==> src/rtl/cps_pkg.sv <==
package cps_pkg;

  typedef enum logic [1:0] {
    ST_IDLE = 2'd0,
    ST_WAIT = 2'd1,
    ST_OPEN = 2'd2
  } cps_state_t;

  localparam logic [1:0] KIND_COP = 2'd0;
  localparam logic [1:0] KIND_OUT = 2'd1;
  localparam logic [1:0] KIND_IN  = 2'd2;

  // Port kinds use the port save pair; everything else is a coprocessor call.
  function automatic logic kind_is_port(input logic [1:0] k);
    return (k == KIND_OUT) || (k == KIND_IN);
  endfunction

  function automatic logic kind_drives_data(input logic [1:0] k);
    return k != KIND_IN;
  endfunction

  // Size code s selects 2**s low bytes, clipped to the bus width.
  function automatic logic [3:0] size_to_be(input logic [1:0] s);
    logic [3:0] be;
    for (int i = 0; i < 4; i++) be[i] = (i < (1 << s));
    return be;
  endfunction

endpackage

==> src/rtl/cps_save_bank.sv <==
module cps_save_bank #(
  parameter int AW = 32,
  parameter int DW = 32
) (
  input  logic          clk,
  input  logic          rst_n,
  input  logic          cap_en,
  input  logic [AW-1:0] addr_in,
  input  logic [DW-1:0] data_in,
  output logic [AW-1:0] addr_q,
  output logic [DW-1:0] data_q
);

  always_ff @(posedge clk or negedge rst_n) begin
    if (!rst_n) begin
      addr_q <= '0;
      data_q <= '0;
    end else if (cap_en) begin
      addr_q <= addr_in;
      data_q <= data_in;
    end
  end

  p_hold_r2: assert property (@(posedge clk) disable iff (!rst_n)
    !cap_en |=> ($stable(addr_q) && $stable(data_q)));

endmodule

==> src/rtl/cps_ctrl.sv <==
module cps_ctrl
  import cps_pkg::*;
#(
  parameter int AW  = 32,
  parameter int DW  = 32,
  parameter int BEW = DW / 8,
  parameter int TW  = 16
) (
  input  logic           clk,
  input  logic           rst_n,
  input  logic           req_valid,
  input  logic [1:0]     req_kind,
  input  logic [1:0]     req_size,
  input  logic [AW-1:0]  req_cmd,
  input  logic [DW-1:0]  req_acc,
  input  logic [TW-1:0]  cfg_timeout,
  input  logic           breq,
  output logic           accept_ev,
  output logic           done_ev,
  output logic           timeout_ev,
  output logic [1:0]     kind_q,
  output logic           req_done,
  output logic           req_err,
  output logic [AW-1:0]  bus_addr_out,
  output logic [DW-1:0]  bus_data_out,
  output logic           addr_oe,
  output logic           data_oe,
  output logic           bus_rw,
  output logic [BEW-1:0] be_out,
  output logic           copro_sel,
  output logic           port_sel,
  output logic           active_n
);

  cps_state_t      state, state_nx;
  logic [1:0]      size_q;
  logic [AW-1:0]   cmd_q;
  logic [DW-1:0]   acc_q;
  logic [TW-1:0]   wait_cnt;
  logic [3:0]      be_full;

  assign accept_ev  = (state == ST_IDLE) && req_valid;
  assign done_ev    = (state == ST_OPEN) && !breq;
  assign timeout_ev = (state == ST_WAIT) && !breq && (wait_cnt >= cfg_timeout);

  always_comb begin
    state_nx = state;
    case (state)
      ST_IDLE: if (req_valid) state_nx = ST_WAIT;
      ST_WAIT: if (breq) state_nx = ST_OPEN;
               else if (timeout_ev) state_nx = ST_IDLE;
      ST_OPEN: if (!breq) state_nx = ST_IDLE;
      default: state_nx = ST_IDLE;
    endcase
  end

  always_ff @(posedge clk or negedge rst_n) begin
    if (!rst_n) begin
      state    <= ST_IDLE;
      kind_q   <= KIND_COP;
      size_q   <= '0;
      cmd_q    <= '0;
      acc_q    <= '0;
      wait_cnt <= '0;
      req_done <= 1'b0;
      req_err  <= 1'b0;
    end else begin
      state    <= state_nx;
      req_done <= done_ev || timeout_ev;
      if (accept_ev) begin
        kind_q   <= req_kind;
        size_q   <= req_size;
        cmd_q    <= req_cmd;
        acc_q    <= req_acc;
        wait_cnt <= '0;
        req_err  <= 1'b0;
      end else begin
        if (state == ST_WAIT) wait_cnt <= wait_cnt + 1'b1;
        if (timeout_ev) req_err <= 1'b1;
      end
    end
  end

  // Drive phase: only while waiting for the agent to open the transaction.
  logic driving, busy;
  assign driving = (state == ST_WAIT);
  assign busy    = (state != ST_IDLE);
  assign be_full = size_to_be(size_q);

  assign active_n     = busy;
  assign copro_sel    = busy && !kind_is_port(kind_q);
  assign port_sel     = busy && kind_is_port(kind_q);
  assign addr_oe      = driving;
  assign data_oe      = driving && kind_drives_data(kind_q);
  assign bus_addr_out = driving ? cmd_q : '0;
  assign bus_data_out = (driving && kind_drives_data(kind_q)) ? acc_q : '0;
  assign bus_rw       = !(driving && kind_drives_data(kind_q));
  assign be_out       = driving ? be_full[BEW-1:0] : '0;

  p_done_pulse_r6: assert property (@(posedge clk) disable iff (!rst_n)
    req_done |=> !req_done);

  p_timeout_err_r11: assert property (@(posedge clk) disable iff (!rst_n)
    timeout_ev |=> (req_err && req_done && !copro_sel && !port_sel));

  p_sel_active_r10: assert property (@(posedge clk) disable iff (!rst_n)
    (copro_sel || port_sel) |-> active_n);

  p_drive_one_sel_r3: assert property (@(posedge clk) disable iff (!rst_n)
    addr_oe |-> (copro_sel ^ port_sel));

endmodule

==> src/rtl/cps_complete.sv <==
module cps_complete
  import cps_pkg::*;
#(
  parameter int AW  = 32,
  parameter int DW  = 32,
  parameter int BEW = DW / 8
) (
  input  logic           clk,
  input  logic           rst_n,
  input  logic           done_ev,
  input  logic [1:0]     kind_q,
  input  logic [AW-1:0]  bus_addr_in,
  input  logic [DW-1:0]  bus_data_in,
  input  logic [BEW-1:0] be_in,
  input  logic           ram_assert,
  input  logic           spi_in,
  output logic           acc_wr_en,
  output logic           y_wr_en,
  output logic           mem_wr_en,
  output logic [AW-1:0]  wr_addr,
  output logic [DW-1:0]  wr_data,
  output logic [BEW-1:0] wr_be
);

  logic any_be, to_reg;
  assign any_be = |be_in;
  assign to_reg = done_ev && any_be && (kind_q == KIND_IN);

  always_ff @(posedge clk or negedge rst_n) begin
    if (!rst_n) begin
      acc_wr_en <= 1'b0;
      y_wr_en   <= 1'b0;
      mem_wr_en <= 1'b0;
      wr_addr   <= '0;
      wr_data   <= '0;
      wr_be     <= '0;
    end else begin
      acc_wr_en <= to_reg && !spi_in;
      y_wr_en   <= to_reg && spi_in;
      mem_wr_en <= done_ev && any_be && ram_assert;
      if (done_ev) begin
        wr_addr <= bus_addr_in;
        wr_data <= bus_data_in;
        wr_be   <= be_in;
      end
    end
  end

  p_acc_y_excl_r7: assert property (@(posedge clk) disable iff (!rst_n)
    !(acc_wr_en && y_wr_en));

  p_no_be_no_write_r9: assert property (@(posedge clk) disable iff (!rst_n)
    (done_ev && !any_be) |=> !(acc_wr_en || y_wr_en || mem_wr_en));

endmodule

==> src/rtl/copro_port_seq.sv <==
module copro_port_seq
  import cps_pkg::*;
#(
  parameter int AW  = 32,
  parameter int DW  = 32,
  parameter int TW  = 16,
  localparam int BEW = DW / 8,
  localparam int NBANK = 2
) (
  input  logic           clk,
  input  logic           rst_n,
  input  logic           req_valid,
  input  logic [1:0]     req_kind,
  input  logic [1:0]     req_size,
  input  logic [AW-1:0]  req_cmd,
  input  logic [DW-1:0]  req_acc,
  input  logic [TW-1:0]  cfg_timeout,
  output logic           req_done,
  output logic           req_err,
  input  logic [AW-1:0]  bus_addr_in,
  input  logic [DW-1:0]  bus_data_in,
  input  logic [BEW-1:0] be_in,
  input  logic           breq,
  input  logic           ram_assert,
  input  logic           spi_in,
  output logic [AW-1:0]  bus_addr_out,
  output logic [DW-1:0]  bus_data_out,
  output logic           addr_oe,
  output logic           data_oe,
  output logic           bus_rw,
  output logic [BEW-1:0] be_out,
  output logic           copro_sel,
  output logic           port_sel,
  output logic           active_n,
  output logic           acc_wr_en,
  output logic           y_wr_en,
  output logic           mem_wr_en,
  output logic [AW-1:0]  wr_addr,
  output logic [DW-1:0]  wr_data,
  output logic [BEW-1:0] wr_be,
  output logic [AW-1:0]  cop_save_addr,
  output logic [DW-1:0]  cop_save_data,
  output logic [AW-1:0]  port_save_addr,
  output logic [DW-1:0]  port_save_data
);

  logic       accept_ev, done_ev, timeout_ev;
  logic [1:0] kind_q;
  logic [NBANK-1:0][AW-1:0] sv_addr;
  logic [NBANK-1:0][DW-1:0] sv_data;

  cps_ctrl #(.AW(AW), .DW(DW), .BEW(BEW), .TW(TW)) u_ctrl (
    .clk(clk), .rst_n(rst_n),
    .req_valid(req_valid), .req_kind(req_kind), .req_size(req_size),
    .req_cmd(req_cmd), .req_acc(req_acc), .cfg_timeout(cfg_timeout),
    .breq(breq),
    .accept_ev(accept_ev), .done_ev(done_ev), .timeout_ev(timeout_ev),
    .kind_q(kind_q), .req_done(req_done), .req_err(req_err),
    .bus_addr_out(bus_addr_out), .bus_data_out(bus_data_out),
    .addr_oe(addr_oe), .data_oe(data_oe), .bus_rw(bus_rw), .be_out(be_out),
    .copro_sel(copro_sel), .port_sel(port_sel), .active_n(active_n)
  );

  // Bank 0 holds the coprocessor pair, bank 1 the port pair.
  for (genvar g = 0; g < NBANK; g++) begin : g_bank
    logic cap;
    assign cap = accept_ev && (kind_is_port(req_kind) == (g == 1));
    cps_save_bank #(.AW(AW), .DW(DW)) u_bank (
      .clk(clk), .rst_n(rst_n), .cap_en(cap),
      .addr_in(bus_addr_in), .data_in(bus_data_in),
      .addr_q(sv_addr[g]), .data_q(sv_data[g])
    );
  end

  assign cop_save_addr  = sv_addr[0];
  assign cop_save_data  = sv_data[0];
  assign port_save_addr = sv_addr[1];
  assign port_save_data = sv_data[1];

  cps_complete #(.AW(AW), .DW(DW), .BEW(BEW)) u_cmp (
    .clk(clk), .rst_n(rst_n), .done_ev(done_ev), .kind_q(kind_q),
    .bus_addr_in(bus_addr_in), .bus_data_in(bus_data_in), .be_in(be_in),
    .ram_assert(ram_assert), .spi_in(spi_in),
    .acc_wr_en(acc_wr_en), .y_wr_en(y_wr_en), .mem_wr_en(mem_wr_en),
    .wr_addr(wr_addr), .wr_data(wr_data), .wr_be(wr_be)
  );

  p_write_after_done_r8: assert property (@(posedge clk) disable iff (!rst_n)
    (acc_wr_en || y_wr_en || mem_wr_en) |-> req_done);

endmodule

==> config.mk <==
export PLATFORM = sky130hd
export DESIGN_NAME = copro_port_seq
export DESIGN_NICKNAME = d
export VERILOG_FILES = /design/src/rtl/cps_pkg.sv /design/src/rtl/cps_save_bank.sv /design/src/rtl/cps_ctrl.sv /design/src/rtl/cps_complete.sv /design/src/rtl/copro_port_seq.sv
export SDC_FILE = /design/constraint.sdc
export NUM_CORES = 1
export LEC_CHECK = 0
export ABC_AREA = 1
export BUFFER_PORTS_ARGS = -buffer_cell sky130_fd_sc_hd__buf_2
export CAP_MARGIN = 0
export CORE_MARGIN = 8
export CORE_UTILIZATION = 29
export DETAILED_ROUTE_END_ITERATION = 10
export GPL_TIMING_DRIVEN = 0
export HOLD_SLACK_MARGIN = 0.06
export PLACE_DENSITY = 0.54
export SYNTH_ARGS = -nofsm -noshare
export SYNTH_HDL_FRONTEND = slang
export SYNTH_SLANG_ARGS = --single-unit
==> constraint.sdc <==
create_clock -name clk -period 1.8 [get_ports clk]
set_input_delay 0.09 -clock clk [delete_from_list [all_inputs] [get_ports clk]]
set_output_delay 0.09 -clock clk [all_outputs]
set_load 0.02 [all_outputs]
==> run metrics, run 1 <==
status=complete, but fails checks; failing checks=negative setup slack; Worst Reg-to-Reg Cells=9; Hold Path Class=primary input to async pin; synthesized netlist cell count=between 1000 and 1500; Worst Skew=0.02498 ns; first-pass GRT wire length=68610 µm; die area=47600 µm²; Placed Cells incl. Taps=2250; Setup TNS=-3.854 ns; io pins=between 400 and 500; die height=218.2 µm; First-pass DRT Iterations=5; post-synth top area cell=dfrtp_1; # Max-Cap Violations=0; total power=32.83 mW; Crit path arrival time=approximately 1.9 ns; Cell Rows=74; WHS=0.1093 ns; syn_area_per_cell=9.232 µm²; DRC=0; all-layer global routing usage=0.1827; top cell type's share of synthesized area=0.6059; CP endpoint kind=primary output; via-per-instance ratio=roughly 4.5; Synth area leaders=dfrtp_1 61%, nand2_1 9.8%, o21ai_0 9.0%; pre-CTS WS=-0.3460 ns; Starting Density=0.2923; total global routing overflow=0; Rel. slew slack=0.5637; metal3 WL=3439 µm; Vias=11179; LEAKAGE=roughly 9.6 nW; Crit Path Category=flop to primary output; vias in the first global route=11995; register area share after synthesis=0.6059; flop2flop setup slack=0 ns; reg2reg end=u_ctrl.cmd_q[23]$_DFFE_PN0P_; initial DRC count=701; peak supply drop=1.026 mV; Worst-path clk slew=0.06 ns; worst-path fanout max=10; Final Net Count=2097; warnings from Yosys=0; FF-to-FF Start=u_ctrl.state[0]$_DFFE_PN0P_; syn nets=1460; worst setup margin=-0.1729 ns; clk sinks=287; Final ANT Viol Nets=0; Clock Tree Root=clkbuf_16; Synth Cell Area=11850 µm²; Num CTS Buffers=34; met2 wire len=21670 µm; RePlAce Congestion=0.8535; Slew Viols, Final=0; n_diodes=0; pwr/cell area=1774 nW/µm²; antenna violations before repair=0; Final Critical Period=1.973 ns; final setup vio count=43; FMAX=506.9 MHz; RSZ-0062 raised after global routing=yes; CTS tree=yes; crit path launch type=flop; area grow syn2layout=56.12%; IO Port Bufs=432; Final Core Density=0.4563; fin cells=2478; Routed WL=45340 µm; worst path required time=1.71 ns; Worst-Margin Slew=around 0.65 ns; crit path to=bus_data_out[4]; met1 WL=~18000 µm; Die Wd=218.2 µm; final instance area=between 15000 and 20000 µm²; core area=40550 µm²; final hold violations=0; DPL Wire Length=32010 µm; CP startpoint=u_ctrl.state[1]$_DFFE_PN0P_; Routed wire per std cell=18.29 µm; Unique masters post-synth=32; highest metal used=met4; largest net degree at the start of global routing=112; Max clock buf depth=3; clk_lat worst skew=0.54 ns; share of cells above drive strength 1=0.3613; H-Tree Depth=2; Seq cells post-synth=287; period utilization=1.096; DP Area=14770 µm²
## layer usage
layer	vias to the layer above	GRT usage
met5	-	0
met4	0	0.08307
met3	91	0.05171
met2	429	0.3031
met1	5341	0.2184
li1	5318	-
## power breakdown
| group | switching, mW | leakage [nW] | internal (mW) |
|---|---|---|---|
| sequential | 1.47 | 3.60 | 9.30 |
| clock | 2.76 | 0.530 | 3.90 |
| combinational | 9.87 | 5.45 | 5.54 |
## layout by cell type, fill, tap and decap left out, types with 2 or more instances in the layout
cell	synthesis	final
inv_6	0	2
clkbuf_4	0	8
nand4_1	7	7
buf_8	0	4
clkinv_2	0	7
buf_4	3	42
dfrtp_1	287	287
nand3_1	10	10
nand2_1	311	309
nor2_4	1	48
nor3_1	4	3
nor2_2	1	19
nand2_2	0	2
clkbuf_8	0	7
nor2_1	89	24
clkbuf_16	0	38
buf_2	10	370
dlygate4sd3_1	0	140
clkbuf_2	0	11
o21ai_0	214	210
inv_1	181	180
a21oi_1	12	12
buf_12	0	4
a31oi_1	2	2
buf_16	0	2
inv_2	5	2
inv_4	0	4
clkbuf_1	40	21
buf_6	11	70
ha_1	18	17
o21ai_2	54	54
o21ai_1	10	14
## cell families (layout without fill, tap and decap cells)
logic type                 after synthesis  in the layout  synth area share
and+or+nand+nor                        428            428            0.1412
AOI/OAI and AO/OA                      296            296            0.1432
DFF                                    287            287            0.6059
buffers and inverters                  253            915           0.08909
adders and majority gates               18             18           0.01900
xor gates and xnor gates                 1              1         0.0007390
muxes                                    1              1         0.0008445
## worst min path at each step
| stage | slack, ns | depth (start not counted) | startpoint | end |
|---|---|---|---|---|
| 2_1_floorplan | -0.21 | 0 | rst_n | g_bank[0].u_bank.addr_q[0]$_DFFE_PN0P_ |
| 3_3_place_gp | 0.27 | 2 | spi_in | u_cmp.acc_wr_en$_DFF_PN0_ |
| 3_5_place_dp | 0.17 | 1 | rst_n | u_ctrl.acc_q[28]$_DFFE_PN0P_ |
| 4_1_cts | 0.12 | 6 | req_valid | u_ctrl.state[0]$_DFFE_PN0P_ |
| 5_1_grt | 0.16 | 6 | req_valid | u_ctrl.state[0]$_DFFE_PN0P_ |
| 6_report | 0.11 | 2 | rst_n | u_ctrl.acc_q[24]$_DFFE_PN0P_ |
## registers in the layout, indices dropped and copies added (netlist names), 4 cells and up
register              cells
u_ctrl.wait_cnt          16
u_cmp.wr_be               4
g_bank.u_bank.data_q     64
u_cmp.wr_data            32
u_cmp.wr_addr            32
u_ctrl.cmd_q             32
u_ctrl.acc_q             32
g_bank.u_bank.addr_q     64
## cell type report
class	count	area (µm²)
fill	3856	22050
sequential	287	7182
timing repair buffer	602	4253
multi-input combinational	744	4051
clock buffer	49	967.2
inverter	186	708.2
tap	532	665.6
buffer	66	573.1
clock inverter	12	106.4
## worst max-delay path, cell delays in order, from the launching register on
cell and delay, ns:
dfrtp_1 0.43, nor2_4 0.15, inv_4 0.07, nor2_4 0.14, inv_4 0.08, clkbuf_8 0.19, nor2_4 0.14, buf_6 0.14
## cells in the mapped netlist (all sizes together)
master,number
a21boi,1
inv,186
a31oi,2
buf,27
xnor2,1
ha,18
nand4,7
clkbuf,40
mux2i,1
o21ai,278
a41oi,1
and2,1
nand2,312
nor4b,1
nor2,91
nand3,10
a22o,1
or2,2
nor3,4
o22ai,1
dfrtp,287
a21oi,12
## timing repair
action | in CTS | in global routing
setup endpoints to repair | 132 | 225
setup buffers | 8 | 19
pin swaps | 5 | 5
gates resized for setup | 209 | 137
hold buffers | 140 | 0
gates cloned | 1 | 2
hold endpoints to repair | 373 | 0
Power figures use the tool's default switching activity.
==> run 2, diff against run 1 <==
CORE_UTILIZATION = 37   (was 29)
PLACE_DENSITY = 0.65   (was 0.54)
==> run metrics, run 2 (synthesized netlist as in run 1, its figures left out) <==
commonest non-fill, non-tap cell in the layout=buf_2 (unchanged); Routed wire per std cell=19.65 µm (was 18.29 µm); Vias=11671 (was 11179); share of cells above drive strength 1=0.3762 (was 0.3613); Crit Path Category=flop to primary output (unchanged); highest metal used=met5 (was met4); die area=38020 µm² (was 47600 µm²); via-per-instance ratio=4.990 (was 4.511); LEAKAGE=9.647 nW (was 9.581 nW); Num CTS Buffers=30 (was 34); area grow syn2layout=55.85% (was 56.12%); period utilization=1.126 (was 1.096); failing checks=negative setup slack (unchanged); largest net degree at the start of global routing=115 (was 112); worst-path fanout max=10 (unchanged); vias in the first global route=12499 (was 11995); Clock Tree Root=clkbuf_16 (unchanged); DPL Wire Length=30140 µm (was 32010 µm); clk_lat worst skew=0.56 ns (was 0.54 ns); worst path required time=1.71 ns (about the same); DRC=0 (unchanged); Worst Skew=0.01261 ns (was 0.02498 ns); first-pass GRT wire length=70860 µm (was 68610 µm); initial DRC count=690 (was 701); CP endpoint kind=primary output (unchanged); final setup vio count=70 (was 43); Worst-path clk slew=0.06 ns (about the same); met1 WL=17360 µm (was 18360 µm); crit path launch type=flop (unchanged); H-Tree Depth=1 (was 2); final hold violations=0 (unchanged); clk sinks=287 (unchanged); RSZ-0062 raised after global routing=yes (unchanged); Routed WL=45970 µm (was 45340 µm); # Max-Cap Violations=0 (unchanged); total global routing overflow=0 (unchanged); core area=31560 µm² (was 40550 µm²); Die Wd=195.0 µm (was 218.2 µm); Max clock buf depth=3 (unchanged); Rel. slew slack=0.5436 (was 0.5637); Starting Density=0.3757 (was 0.2923); pwr/cell area=1822 nW/µm² (was 1774 nW/µm²); CTS tree=yes (unchanged); FMAX=493.4 MHz (was 506.9 MHz); status=complete, but fails checks (unchanged); all-layer global routing usage=0.2304 (was 0.1827); RePlAce Congestion=0.8256 (was 0.8535); Final Critical Period=2.027 ns (was 1.973 ns); worst setup margin=-0.2268 ns (was -0.1729 ns); Slew Viols, Final=0 (unchanged); final instance area=18470 µm² (was 18510 µm²); Worst-Margin Slew=0.6847 ns (was 0.6545 ns); most frequent cells in the layout=367 x buf_2, 287 x dfrtp_1, 285 x nand2_1 (was 370 x buf_2, 309 x nand2_1, 287 x dfrtp_1); antenna violations before repair=3 (was 0); Hold Path Class=primary input to async pin (unchanged); IO Port Bufs=432 (unchanged); Crit path arrival time=1.94 ns (was 1.88 ns); peak supply drop=1.251 mV (was 1.026 mV); Final Net Count=2088 (was 2097); met2 wire len=22600 µm (was 21670 µm); Cell Rows=65 (was 74); DP Area=14610 µm² (was 14770 µm²); metal3 WL=4280 µm (was 3439 µm); io pins=433 (unchanged); total power=33.66 mW (was 32.83 mW); die height=195.0 µm (was 218.2 µm); biggest regs=g_bank.u_bank.addr_q x64, g_bank.u_bank.data_q x64 (unchanged); Final ANT Viol Nets=0 (unchanged); First-pass DRT Iterations=5 (unchanged)
==> run 2: power breakdown <==
part | switching [mW] | internal, mW | total (mW)
Clock | 2.66 | 4.36 | 7.02
Sequential | 1.54 | 9.30 | 10.8
Combinational | 10.1 | 5.74 | 15.8
==> run 2: layout make-up <==
cell class / instances / area (µm²)
diodes: 2 / 5.005
plain buffers: 67 / 684.4
clock buffers: 36 / 813.3
clock inverters: 19 / 312.8
fillers: 2569 / 13080
inverters: 186 / 708.2
multi-input cells: 744 / 4043
flip-flops and latches: 287 / 7182
well taps: 402 / 503.0
repair buffers: 596 / 4223
==> run 2: routing by layer <==
metal  track usage  up-vias
li1              -     5293
met1        0.2697     5654
met2        0.3986      623
met3       0.06740       99
met4       0.08113        2
met5             0        -
==> run 2: through the flow <==
stage,cells,hold slack (ns),setup TNS [ns],worst slack [ns],utilization
2_1_floorplan,1284,-0.2056,0,0.02877,-
6_report,2339,0.09535,-8.187,-0.2268,0.5854
3_3_place_gp,2118,0.2570,-1336.57,-4.691,0.4609
5_1_grt,2339,0.1277,-13.93,-0.3018,0.5854
3_5_place_dp,2120,0.1109,-2.996,-0.1988,0.4630
4_1_cts,2323,0.09914,-4.916,-0.1511,0.5709
==> run 2: worst max-delay path: stages (launching register included) <==
cell and delay [ns]:
dfrtp_1 0.41, nor2_4 0.16, inv_4 0.07, nor2_4 0.17, inv_4 0.09, clkbuf_8 0.19, nor2_1 0.14, buf_4 0.16
==> run 2: final timing paths <==
path                                                         start                                 endpoint  slack [ns]  cells past startpoint
setup / recovery                       u_ctrl.state[1]$_DFFE_PN0P_                         bus_data_out[12]       -0.23                      7
hold / removal                                               rst_n            u_cmp.wr_addr[30]$_DFFE_PN0P_         0.1                      2
setup reg to reg                       u_ctrl.state[1]$_DFFE_PN0P_             u_ctrl.cmd_q[23]$_DFFE_PN0P_       -0.01                      8
hold reg to reg            g_bank[1].u_bank.addr_q[31]$_DFFE_PN0P_  g_bank[1].u_bank.addr_q[31]$_DFFE_PN0P_        0.48                      2
max in group asynchronous                                    rst_n              u_ctrl.cmd_q[5]$_DFFE_PN0P_        0.69                      3
min in group clk                                         req_valid              u_ctrl.state[0]$_DFFE_PN0P_        0.13                      6
==> run 2: what timing repair did <==
action	CTS	global route
pin swaps	3	5
hold endpoints to repair	361	0
cloned	1	3
resized for setup	248	142
setup buffers	7	12
hold buffers	140	0
setup endpoints to repair	103	284
